## src/rtl/jd_pkg.sv

```systemverilog
package jd_pkg;
  localparam int JD_STAGES = 5;

  typedef enum logic [1:0] {
    FB_EVEN = 2'd0,
    FB_ODD  = 2'd1,
    FB_EXT  = 2'd2
  } fb_kind_e;
endpackage

```

## src/rtl/jd_ratio_decode.sv

```systemverilog
module jd_ratio_decode
  import jd_pkg::*;
#(
  parameter int STAGES  = JD_STAGES,
  parameter int RATIO_W = 4,
  parameter int IDX_W   = 3
) (
  input  logic [RATIO_W-1:0] ratio,
  output fb_kind_e           kind,
  output logic [IDX_W-1:0]   top_idx
);
  localparam logic [RATIO_W-1:0] MIN_R = RATIO_W'(2);
  localparam logic [RATIO_W-1:0] MAX_R = RATIO_W'(2 * STAGES);

  logic [RATIO_W-1:0] half;

  always_comb begin
    half    = (ratio - RATIO_W'(1)) >> 1;
    kind    = FB_EXT;
    top_idx = '0;
    if (ratio >= MIN_R && ratio <= MAX_R) begin
      kind    = ratio[0] ? FB_ODD : FB_EVEN;
      top_idx = half[IDX_W-1:0];
    end
  end
endmodule

```

## src/rtl/jd_feedback.sv

```systemverilog
module jd_feedback
  import jd_pkg::*;
#(
  parameter int STAGES = JD_STAGES,
  parameter int IDX_W  = 3
) (
  input  logic [STAGES-1:0] stage,
  input  fb_kind_e          kind,
  input  logic [IDX_W-1:0]  top_idx,
  input  logic              ext_data,
  output logic              d_in,
  output logic              legal,
  output logic              carry
);
  logic [STAGES-2:0] chg;
  logic [STAGES-1:0] lower;
  logic              hi;
  logic              hi2;

  for (genvar i = 0; i < STAGES - 1; i++) begin : g_chg
    assign chg[i] = (stage[i] ^ stage[i+1]) & (IDX_W'(i + 1) <= top_idx);
  end

  assign lower = {stage[STAGES-2:0], 1'b1};
  assign hi    = stage[top_idx];
  assign hi2   = lower[top_idx];
  assign legal = ($countones(chg) < 2);

  always_comb begin
    unique case (kind)
      FB_EVEN: d_in = legal & ~hi;
      FB_ODD:  d_in = legal & ~(hi & hi2);
      default: d_in = ext_data;
    endcase
  end

  assign carry = (kind == FB_EXT) ? stage[STAGES-1] : hi;
endmodule

```

## src/rtl/jd_stage_ring.sv

```systemverilog
module jd_stage_ring #(
  parameter int STAGES = 5
) (
  input  logic              clk,
  input  logic              rst,
  input  logic              load_en,
  input  logic [STAGES-1:0] jam,
  input  logic              d_in,
  output logic [STAGES-1:0] stage
);
  logic [STAGES-1:0] q_r;
  logic [STAGES-1:0] nxt;

  for (genvar g = 0; g < STAGES; g++) begin : g_st
    if (g == 0) begin : g_head
      assign nxt[g] = d_in;
    end else begin : g_body
      assign nxt[g] = q_r[g-1];
    end

    always_ff @(posedge clk or posedge rst) begin
      if (rst)          q_r[g] <= 1'b0;
      else if (load_en) q_r[g] <= jam[g];
      else              q_r[g] <= nxt[g];
    end
  end

  assign stage = q_r;

  AST_RESET_ZERO: assert property (@(posedge clk) disable iff (rst)
    $fell(rst) |-> stage == '0);
  AST_PRESET_LOAD: assert property (@(posedge clk) disable iff (rst)
    load_en |=> stage == $past(jam));
  AST_CHAIN_SHIFT: assert property (@(posedge clk) disable iff (rst)
    !load_en |=> stage[STAGES-1:1] == $past(stage[STAGES-2:0]));
endmodule

```

## src/rtl/johnson_divider.sv

```systemverilog
module johnson_divider
  import jd_pkg::*;
#(
  parameter int STAGES  = JD_STAGES,
  parameter int RATIO_W = $clog2(2 * STAGES + 1),
  parameter int IDX_W   = $clog2(STAGES)
) (
  input  logic               clk,
  input  logic               rst,
  input  logic               load_en,
  input  logic [STAGES-1:0]  jam,
  input  logic [RATIO_W-1:0] ratio,
  input  logic               ext_data,
  output logic [STAGES-1:0]  stage,
  output logic               carry
);
  fb_kind_e         kind;
  logic [IDX_W-1:0] top_idx;
  logic             d_in;
  logic             legal;

  jd_ratio_decode #(.STAGES(STAGES), .RATIO_W(RATIO_W), .IDX_W(IDX_W)) u_dec (
    .ratio   (ratio),
    .kind    (kind),
    .top_idx (top_idx)
  );

  jd_feedback #(.STAGES(STAGES), .IDX_W(IDX_W)) u_fb (
    .stage    (stage),
    .kind     (kind),
    .top_idx  (top_idx),
    .ext_data (ext_data),
    .d_in     (d_in),
    .legal    (legal),
    .carry    (carry)
  );

  jd_stage_ring #(.STAGES(STAGES)) u_ring (
    .clk     (clk),
    .rst     (rst),
    .load_en (load_en),
    .jam     (jam),
    .d_in    (d_in),
    .stage   (stage)
  );

  AST_EVEN_FEED: assert property (@(posedge clk) disable iff (rst)
    (!load_en && kind == FB_EVEN && legal) |=> stage[0] == !$past(stage[top_idx]));
  AST_ODD_FEED: assert property (@(posedge clk) disable iff (rst)
    (!load_en && kind == FB_ODD && legal)
      |=> stage[0] == !($past(stage[top_idx]) && $past(stage[top_idx - 1'b1])));
  AST_OPEN_RING: assert property (@(posedge clk) disable iff (rst)
    (!load_en && kind == FB_EXT) |=> stage[0] == $past(ext_data));
  AST_ANTI_LOCK: assert property (@(posedge clk) disable iff (rst)
    (!load_en && kind != FB_EXT && !legal) |=> !stage[0]);
endmodule

```

## config.mk

```make
export PLATFORM = sky130hd
export DESIGN_NAME = johnson_divider
export DESIGN_NICKNAME = d
export VERILOG_FILES = /design/src/rtl/jd_pkg.sv /design/src/rtl/jd_ratio_decode.sv /design/src/rtl/jd_feedback.sv /design/src/rtl/jd_stage_ring.sv /design/src/rtl/johnson_divider.sv
export SDC_FILE = /design/constraint.sdc
export NUM_CORES = 1
export LEC_CHECK = 0
export ABC_AREA = 1
export BUFFER_PORTS_ARGS = -buffer_cell sky130_fd_sc_hd__buf_2
export CAP_MARGIN = 40
export CORE_MARGIN = 1.5
export CORE_UTILIZATION = 44
export CTS_CLUSTER_SIZE = 28
export DETAILED_ROUTE_END_ITERATION = 8
export GPL_TIMING_DRIVEN = 0
export PLACE_DENSITY = 0.76
export SLEW_MARGIN = 20
export SYNTH_ARGS = -nofsm -noshare
export SYNTH_HDL_FRONTEND = slang
export SYNTH_SLANG_ARGS = --single-unit
```

## constraint.sdc

```tcl
create_clock -name clk -period 2.1 [get_ports clk]
set_input_delay 0.42 -clock clk [delete_from_list [all_inputs] [get_ports clk]]
set_output_delay 0.42 -clock clk [all_outputs]
set_load 0.005 [all_outputs]
```

==> impl_results.md, run 1 <==
- Status: finished with violations
- Failing checks: negative setup slack
- Clock Latency Late Sink: 0.24 ns
- Rows: 13
- Cell variety after synth: 20
- CP top delay family: adder cells
- Drt first pass iters: 4
- Gate power share: 51.4%
- Yosys warns: 0
- Fin Hold WS: 0.0653 ns
- Fin crit period: 2.48 ns
- IO buf count: 17
- Initial antenna violation count: 0
- GR Util met3: 4.44%
- Placed Area: 751 um2
- Net count of the mapped netlist: 115
- Core area: 1300 um2
- GRT met2 Usage: 36.3%
- Total Routed Length: 1.68 mm
- Largest net degree at the start of global routing: 11
- Final Hold Viols: 0
- Gpl congestion: 0.855
- Final Slew Violations: 0
- Critical-path maximum fanout: 5
- CTS tree: done
- FFs w/ async S/R, synth: 100%
- Power Internal: 0.000296 W
- # DRC: 0
- DP HPWL: 1.07 mm
- Sw Share: 38.3%
- Critical Path AT: 2.65 ns
- Max stage delay cell, worst path: fa_1
- Normalized max-slew margin: 82.7%
- Final TNS setup: -0.462 ns
- Clk sink count: 5
- Synth area leaders: nand2_1 (21%), dfrtp_1 (21%), inv_1 (9.9%)
- Top_reg_cell synth: dfrtp_1
- Die Wd: 40.2 um
- # fillers: 95
- DRT iter0 DRCs: 11
- NetSw: 0.000184 W
- Synth top area share: 20.9%
- Most Crowded Layer GR: met2
- Synth cell count leaders: nand2_1 (34), inv_1 (16), nand3_1 (8), nor2_1 (8), dfrtp_1 (5)
- Post-Syn Instances: 97
- #FFs+latches synth: 5
- Most frequent cell on the critical path: nand2_1
- Critical Path RT: 2.28 ns
- Routed vias: 739
- Kind of critical path: primary input to register
- Period utilization: 118%
- Post-synth EDFFs: 0
- Final setup viols: 2
- Syn Area/Cell: 6.28 um2
- Total grt overflow: 0
- Seq/Total Area, Yosys: 20.5%
- I/O pin count: 19
- First-pass GRT wire length: 2.43 mm
- Cell Area, Synth: 609 um2
- Clock power frac: 22.9%
- Peak VDD IR: 0.000467 V
- Max-Cap Viols: 0
- Clock skew: 0.00299 ns
- Chip Height: 40.2 um
- Worst Hold Class: primary input to async pin
- Leakage power: 0.527 nW
- Share of cells above drive strength 1: 45.4%
- Hold-fix buffers, CTS: 0
- Setup ws final: -0.375 ns
- Synth area leader: nand2_1
- Buf+Inv Stages, Crit Path: 5
- Crit-path cells: buf_6 > inv_1 > ha_2 > xnor2_2 > inv_1 > nand2_2 > inv_2 > nor2_4 > nand2_1 > o21ai_1 > inv_1 > ha_1 > nand2_2 > fa_1 > nand2_1 > a211oi_2 > nand2_1 > nand2_1
- Antenna cells: 0
- Vias in the first global route: 628
- PwrDens: 484 nW/um2
- Met1 Use GR: 26.9%
- RSZ-0062 raised after global routing: yes
- Root Driver: clkbuf_4
- Measured slew at the worst slew-check pin: 0.260 ns
- CTS Buf Count: 3
- Most common cell in the synthesized netlist: nand2_1
- Detailed-route vias per instance: 5.10
- Per-cell routed wire length: 11.6 um
- Area Overhead vs Synth: 62.4%
- # nets final: 149
- Clock-pin transition on the worst setup and hold timing paths: 0.04 ns
- Crit. End Element: register
- Post-route ant nets: 0
- Largest register FFs: 5
- Die area: 1620 um2
- Deepest clock path buffer count: 2
- Post-placement cell count: 129
- Achievable Freq: 0.404 GHz
- Final Instance Area: 990 um2
- GRT Util Overall: 23.4%
- Sequential Power Share: 25.7%
- CP max stage delay: 0.48 ns
- Initial Util: 46.8%
- Critical path startpoint category: primary input
- Final Non-Filler Cells: 145
- H-tree Lvls: 1
area by class of cell:
class	instances	area (um2)	share of cell area, %
plain buffers	2	22.5	2.28
clock buffers	4	26.3	2.65
multi-input cells	73	490	49.6
well taps	15	18.8	1.90
inverters	17	91.3	9.23
repair buffers	29	215	21.7
flip-flops and latches	5	125	12.6
per-stage QoR:
stage	utilization (%)	total power, W	setup WS [ns]
after floorplan	-	0.000242	-0.391
after global placement	57.7	0.000289	-0.764
after detailed placement	57.7	0.000293	-0.795
after CTS	68.6	0.000441	-0.344
after global routing	76.1	0.000516	-0.499
final	76.1	0.000479	-0.375
layout by cell type, fill, tap and decap left out, types with 3 or more instances in the layout:
master	count
buf_2	15
buf_4	8
buf_6	6
clkbuf_4	3
dfrtp_1	5
inv_1	11
inv_2	3
nand2_1	29
nand2_2	5
nand2_4	4
nand3_1	6
nor2_1	7
o21ai_0	4
layer usage:
metal | share of wire, % | wire (um)
met1 | 43 | 717
met2 | 51 | 849
met3 | 2.9 | 49
met4 | 3.8 | 63
met5 | 0 | 0
timing repair:
action,in CTS,in global routing
buffers inserted,8,4
setup endpoints to repair,2,2
gates resized for setup,16,15
pin swaps,12,8
gates cloned,0,0
cell families (layout without fill, tap and decap cells):
family | after synthesis | in the layout | synth area share [%]
flops | 5 | 5 | 20.5
simple gates | 56 | 56 | 39.4
xor+xnor | 2 | 2 | 2.88
buf+inv | 19 | 52 | 16.2
compound gates | 10 | 10 | 9.45
fa+ha+maj | 5 | 5 | 11.5
final timing paths:
check | depth (start not counted) | slack [ns] | end | startpoint
min in group clk | 3 | 0.38 | u_ring.stage[0] | jam[0]
max | 18 | -0.38 | u_ring.stage[0] | ratio[1]
max reg2reg | 10 | -0.09 | u_ring.stage[0] | u_ring.stage[3]
min | 2 | 0.07 | u_ring.stage[2] | rst
max in group asynchronous | 2 | 1.87 | u_ring.stage[1] | rst
min reg2reg | 2 | 0.63 | u_ring.stage[1] | u_ring.stage[0]
power groups by stage:
| stage | logic, W | clock network (W) | registers (W) |
|---|---|---|---|
| final | 0.000246 | 0.000110 | 0.000123 |
| after global routing | 0.000271 | 0.000120 | 0.000125 |
| after CTS | 0.000206 | 0.000114 | 0.000121 |
| after detailed placement | 0.000171 | 0 | 0.000122 |
| after global placement | 0.000167 | 0 | 0.000122 |
| after floorplan | 0.000122 | 0 | 0.000121 |
No activity file was read; power rests on OpenSTA's default activity.
==> run 2, diff against run 1 <==
Settings changed: ABC_AREA 1 to unset, CORE_UTILIZATION 44 to 43.
==> run 2 against run 1 <==
Effect of this change: the run still ends with negative setup slack left; die area is 5.8% lower; clock power about the same; critical endpoint unchanged; final cell count decreased by 23%; total power is 11% lower; critical path type unchanged; non-clock buffer count fell by 3.
==> impl_results.md, run 2 <==
- Status: finished with violations
- Failing checks: negative setup slack
- Max stage delay cell, worst path: fa_1
- Clock-pin transition on the worst setup and hold timing paths: 0.04 ns
- Post-synthesis xor/xnor area fraction: 6.28%
- First-pass GRT wire length: 2.49 mm
- Cell variety after synth: 30
- Top_reg_cell synth: dfrtp_1
- Normalized max-slew margin: 77.6%
- Critical-path maximum fanout: 3
- Die area: 1520 um2
- Rows: 12
- Synth top area share: 22.4%
- Cell Area, Synth: 558 um2
- CTS tree: done
- FFs w/ async S/R, synth: 100%
- Final Non-Filler Cells: 112
- Initial antenna violation count: 0
- Clk sink count: 5
- Root Driver: clkbuf_4
- Total grt overflow: 0
- Final TNS setup: -0.857 ns
- Core area: 1160 um2
- Synth area leader: dfrtp_1
- Crit. End Element: register
- Post-synthesis compound-gate area fraction: 27.1%
- CP top delay family: compound AO/OA/AOI/OAI gates
- RSZ-0062 raised after global routing: yes
- Area Overhead vs Synth: 56.7%
- # nets final: 117
- Synth cell count leaders: inv_1 (10), dfrtp_1 (5), nand2_1 (5)
- H-tree Lvls: 1
- Antenna cells: 0
- Peak VDD IR: 0.000350 V
- # fillers: 78
- Post-Syn Instances: 66
- Final setup viols: 2
- Clock Latency Late Sink: 0.24 ns
- CTS Buf Count: 3
- PwrDens: 486 nW/um2
- Deepest clock path buffer count: 2
- Hold-fix buffers, CTS: 0
- Measured slew at the worst slew-check pin: 0.335 ns
- Most common cell in the synthesized netlist: inv_1
- Synth area leaders: dfrtp_1 (22%), ha_1 (9.0%), mux2_2 (8.1%)
- Drt first pass iters: 4
- Largest register FFs: 5
- Setup ws final: -0.438 ns
- Clock skew: 0.00482 ns
- Syn Area/Cell: 8.46 um2
- Final Slew Violations: 0
- Achievable Freq: 0.394 GHz
- Post-route ant nets: 0
- I/O pin count: 19
- Adder-cell share of the synthesized area: 12.6%
- Die Wd: 39.0 um
- Largest net degree at the start of global routing: 8
- Vias in the first global route: 576
- Commonest non-fill, non-tap cell in the layout: buf_2
- Kind of critical path: primary input to register
- Critical path startpoint category: primary input
- Synth Area in Simple Gates: 15.0%
- Per-cell routed wire length: 14.6 um
- Leakage power: 0.413 nW
- #FFs+latches synth: 5
- Total Routed Length: 1.64 mm
- Post-placement cell count: 98
- Buf+Inv Stages, Crit Path: 2
- Crit-path cells: buf_12 > inv_12 > ha_4 > nor2b_4 > a31o_1 > a41o_1 > a21oi_2 > nor2_1 > ha_1 > nand2_1 > fa_1 > nand3_1 > o211ai_1 > o21ai_1 > a41oi_1
- Yosys warns: 0
- Final Hold Viols: 0
- GRT Util Overall: 25.1%
- Gpl congestion: 0.856
- Seq/Total Area, Yosys: 22.4%
- Period utilization: 121%
- Pwr Total: 0.000425 W
- Post-synth EDFFs: 0
- Detailed-route vias per instance: 5.64
- # DRC: 0
- Worst Hold Class: primary input to async pin
- Post-synthesis mux area share: 9.87%
- Initial Util: 48.3%
- Critical Path RT: 2.25 ns
- Most frequent cells in the layout: buf_2 (15), buf_4 (9), inv_1 (8)
- IO buf count: 18
- DRT iter0 DRCs: 13
- Largest family of logic cells by synthesized area: compound AO/OA/AOI/OAI gates
- Chip Height: 39.0 um
- Share of cells above drive strength 1: 46.9%
- Fin crit period: 2.54 ns
- Routed vias: 632
- Critical Path AT: 2.68 ns
- CP max stage delay: 0.48 ns
- Net count of the mapped netlist: 84
- Max-Cap Viols: 0
- DP HPWL: 1.01 mm
==> run 2: worst register-to-register path: stages (launching register included) <==
cell      delay, ns
dfrtp_1        0.46
xnor2_1        0.17
nor3_1         0.18
ha_1           0.18
inv_1          0.05
fa_1           0.53
nand3_1        0.06
o211ai_1       0.07
o21ai_1        0.09
a41oi_1        0.17
==> run 2: path summary, 6_finish.rpt <==
check                                      from               to  slack, ns  cells past startpoint
worst min-delay path                        rst  u_ring.stage[2]       0.06                      2
max in group asynchronous                   rst  u_ring.stage[4]       1.86                      2
min in group clk                         jam[2]  u_ring.stage[2]       0.41                      3
worst max register to register  u_ring.stage[3]  u_ring.stage[0]       0.04                      9
worst min register to register  u_ring.stage[0]  u_ring.stage[1]       0.63                      1
worst max-delay path                   ratio[1]  u_ring.stage[0]      -0.44                     15
==> run 2: metal layers <==
metal | track usage, % | routed length [um] | vias up | part of all wire (%)
met5 | 0 | 0 | - | 0
met4 | 12.9 | 0 | 0 | 0
met3 | 3.47 | 43 | 0 | 2.6
met2 | 41.7 | 855 | 18 | 52
met1 | 31.0 | 741 | 309 | 45
li1 | - | - | 305 | -
==> run 2: timing repair <==
item | CTS | global route
gates resized for setup | 13 | 3
pin swaps | 4 | 2
endpoints found under the setup margin | 2 | 2
buffers inserted | 8 | 2
==> run 2: final cells by class <==
class	instances	area (um2)	area share (%)
Multi-Input combinational cell	51	448	51.2
Timing Repair Buffer	28	200	22.9
Sequential cell	5	125	14.3
Inverter	10	57.6	6.58
Clock buffer	4	26.3	3.00
Tap cell	14	17.5	2.00
==> run 2: logic make-up after synthesis <==
family,after synthesis
compound gates,20
xor+xnor,4
fa+ha+maj,5
buf+inv,10
flops,5
mux,5
simple gates,17
==> run 2: per-stage QoR <==
step | util, % | cell area, um2 | hold WS, ns | worst slack [ns]
finish | 75.6 | 875 | 0.0643 | -0.438
detailed placement | 61.4 | 709 | 0.323 | -0.919
global route | 75.6 | 875 | 0.0827 | -0.568
floorplan | - | 602 | 0.199 | -0.445
CTS | 73.2 | 846 | 0.0655 | -0.421
global placement | 61.4 | 709 | 0.319 | -0.900
==> run 2: power breakdown <==
group          switching, W  internal [W]  total, W
sequential        0.0000203      0.000108  0.000128
combinational     0.0000846      0.000103  0.000188
clock             0.0000376     0.0000717  0.000109
==> run 3, diff against run 2 <==
==> constraint.sdc (replaced) <==
create_clock -name clk -period 2.1 [get_ports clk]
set_input_delay 0.315 -clock clk [delete_from_list [all_inputs] [get_ports clk]]
set_output_delay 0.315 -clock clk [all_outputs]
set_load 0.005 [all_outputs]
==> run 3 against run 2 <==
Effect of this change: the run still ends with negative setup slack left; core utilization is 4.0 points higher; hold slack better by 0.23 ns; register-to-register slack worse by 0.05 ns; design area is 5.3% higher; maximum frequency is 2.8% higher; worst setup slack better by 0.069 ns; sequential power hardly changed; clock power hardly changed; non-clock buffer count is 2 higher; first-iteration DRC count is 62% higher; die area stayed put; critical endpoint is now carry.
==> impl_results.md, run 3 (synthesized netlist as in run 2, its figures left out) <==
- FF/Latch Area: 125 um2
- GRT Util Overall: 24.0%
- CTS Buf Count: 3
- DRT iter0 DRCs: 21
- Post-route ant nets: 0
- Critical Path RT: 1.78 ns
- Final Instance Area: 921 um2
- Failing checks: negative setup slack
- Chip Height: 39.0 um
- Core area: 1160 um2
- # fillers: 72
- # nets final: 119
- I/O pin count: 19
- Gate power share: 45.4%
- Crit-path cells: buf_8 > inv_8 > ha_4 > nor2b_4 > a31o_1 > a41o_1 > buf_4 > buf_6 > a221oi_4 > a31oi_2 > mux2_4 > buf_6
- Drt first pass iters: 4
- Clock Latency Late Sink: 0.24 ns
- Total grt overflow: 0
- Sequential Power Share: 29.4%
- Period utilization: 118%
- Rows: 12
- Antenna cells: 0
- First-pass GRT wire length: 2.37 mm
- DP HPWL: 1.02 mm
- Normalized max-slew margin: 74.3%
- Placed Area: 686 um2
- Die area: 1520 um2
- Status: finished with violations
- Final setup viols: 2
- Power Internal: 0.000290 W
- Final Hold Viols: 0
- Clock-pin transition on the worst setup and hold timing paths: 0.04 ns
- Share of cells above drive strength 1: 52.0%
- Post-placement cell count: 98
- CP max stage delay: 0.28 ns
- Routed vias: 652
- CTS tree: done
- Largest register FFs: 5
- Critical Path AT: 2.15 ns
- Multi-input logic area: 484 um2
- Kind of critical path: primary input to output port
- RSZ-0062 raised after global routing: yes
- Largest net degree at the start of global routing: 8
- Max-Cap Viols: 0
- Max stage delay cell, worst path: mux2_4
- Setup ws final: -0.369 ns
- Achievable Freq: 0.405 GHz
- Initial antenna violation count: 0
- IO buf count: 18
- Clock power frac: 25.2%
- Vias in the first global route: 599
- H-tree Lvls: 1
- Peak VDD IR: 0.000332 V
- Final Non-Filler Cells: 114
- Initial Util: 48.3%
- Critical path startpoint category: primary input
- Root Driver: clkbuf_4
- Deepest clock path buffer count: 2
- Sw Share: 34.9%
- Final Slew Violations: 0
- Gpl congestion: 0.711
- Commonest non-fill, non-tap cell in the layout: buf_2
- Most frequent cells in the layout: buf_2 (15), buf_4 (10), inv_1 (8)
- Leakage power: 0.425 nW
- Die Wd: 39.0 um
- Clk sink count: 5
- Crit path from: ratio[0]
- Final Util: 79.7%
- PwrDens: 484 nW/um2
- Fin crit period: 2.47 ns
- Per-cell routed wire length: 15.6 um
- Pwr Total: 0.000445 W
- Crit. End Element: output port
- Buf+Inv Stages, Crit Path: 5
- # DRC: 0
- CP top delay family: compound AO/OA/AOI/OAI gates
- Area Overhead vs Synth: 65.0%
- Critical-path maximum fanout: 3
- Hold_sp: jam[2]
- NetSw: 0.000156 W
- R2r startpoint: u_ring.stage[3]
- Total Routed Length: 1.78 mm
- Worst Hold Class: primary input to register
- Clock skew: 0.00406 ns
- Measured slew at the worst slew-check pin: 0.385 ns
- Place WS: -0.764 ns
- Most frequent cell on the critical path: buf_6
- Detailed-route vias per instance: 5.72
run 3: tightest hold or removal path, stage by stage:
cell and delay (ns):
buf_2 0.07, nand2_1 0.04, o21ai_0 0.06
run 3: layout make-up:
cell class                 count  area share (%)
multi-input combinational     51            52.6
timing repair buffer          30            23.6
tap                           14            1.90
clock buffer                   4            2.85
inverter                      10            5.43
sequential                     5            13.6
run 3: stage by stage:
| stage | hold WS, ns | TNS [ns] |
|---|---|---|
| after floorplan | 0.0935 | -0.367 |
| after global placement | 0.214 | -0.967 |
| after detailed placement | 0.218 | -1.02 |
| after CTS | 0.282 | -0.520 |
| after global routing | 0.294 | -0.873 |
| final | 0.290 | -0.722 |
run 3: per-layer routing:
metal	wire length (um)	track usage, %
met1	674	23.4
met2	924	42.1
met3	129	4.62
met4	53	20.7
met5	0	0
run 3: what timing repair did:
item / CTS / global route
endpoints found under the hold margin: 5 / 0
resized for setup: 18 / 10
setup endpoints to repair: 2 / 2
buffers inserted: 6 / 5
pin swaps: 3 / 3
hold buffers: 1 / 0
run 3: power groups by stage:
| stage | combinational [W] | clock, W | sequential [W] |
|---|---|---|---|
| 5_1_grt | 0.000216 | 0.000127 | 0.000132 |
| 3_5_place_dp | 0.000139 | 0 | 0.000129 |
| 4_1_cts | 0.000171 | 0.000116 | 0.000128 |
| 3_3_place_gp | 0.000135 | 0 | 0.000129 |
| 2_1_floorplan | 0.0000912 | 0 | 0.000126 |
| 6_report | 0.000202 | 0.000112 | 0.000131 |
run 3: path summary, 6_finish.rpt:
check | to | slack (ns) | cells after the start
worst min register to register | u_ring.stage[1] | 0.67 | 1
worst max-delay path | carry | -0.37 | 12
worst min-delay path | u_ring.stage[2] | 0.29 | 3
max in group asynchronous | u_ring.stage[2] | 1.42 | 3
worst max register to register | u_ring.stage[0] | -0.01 | 9
min in group asynchronous | u_ring.stage[1] | 0.51 | 3
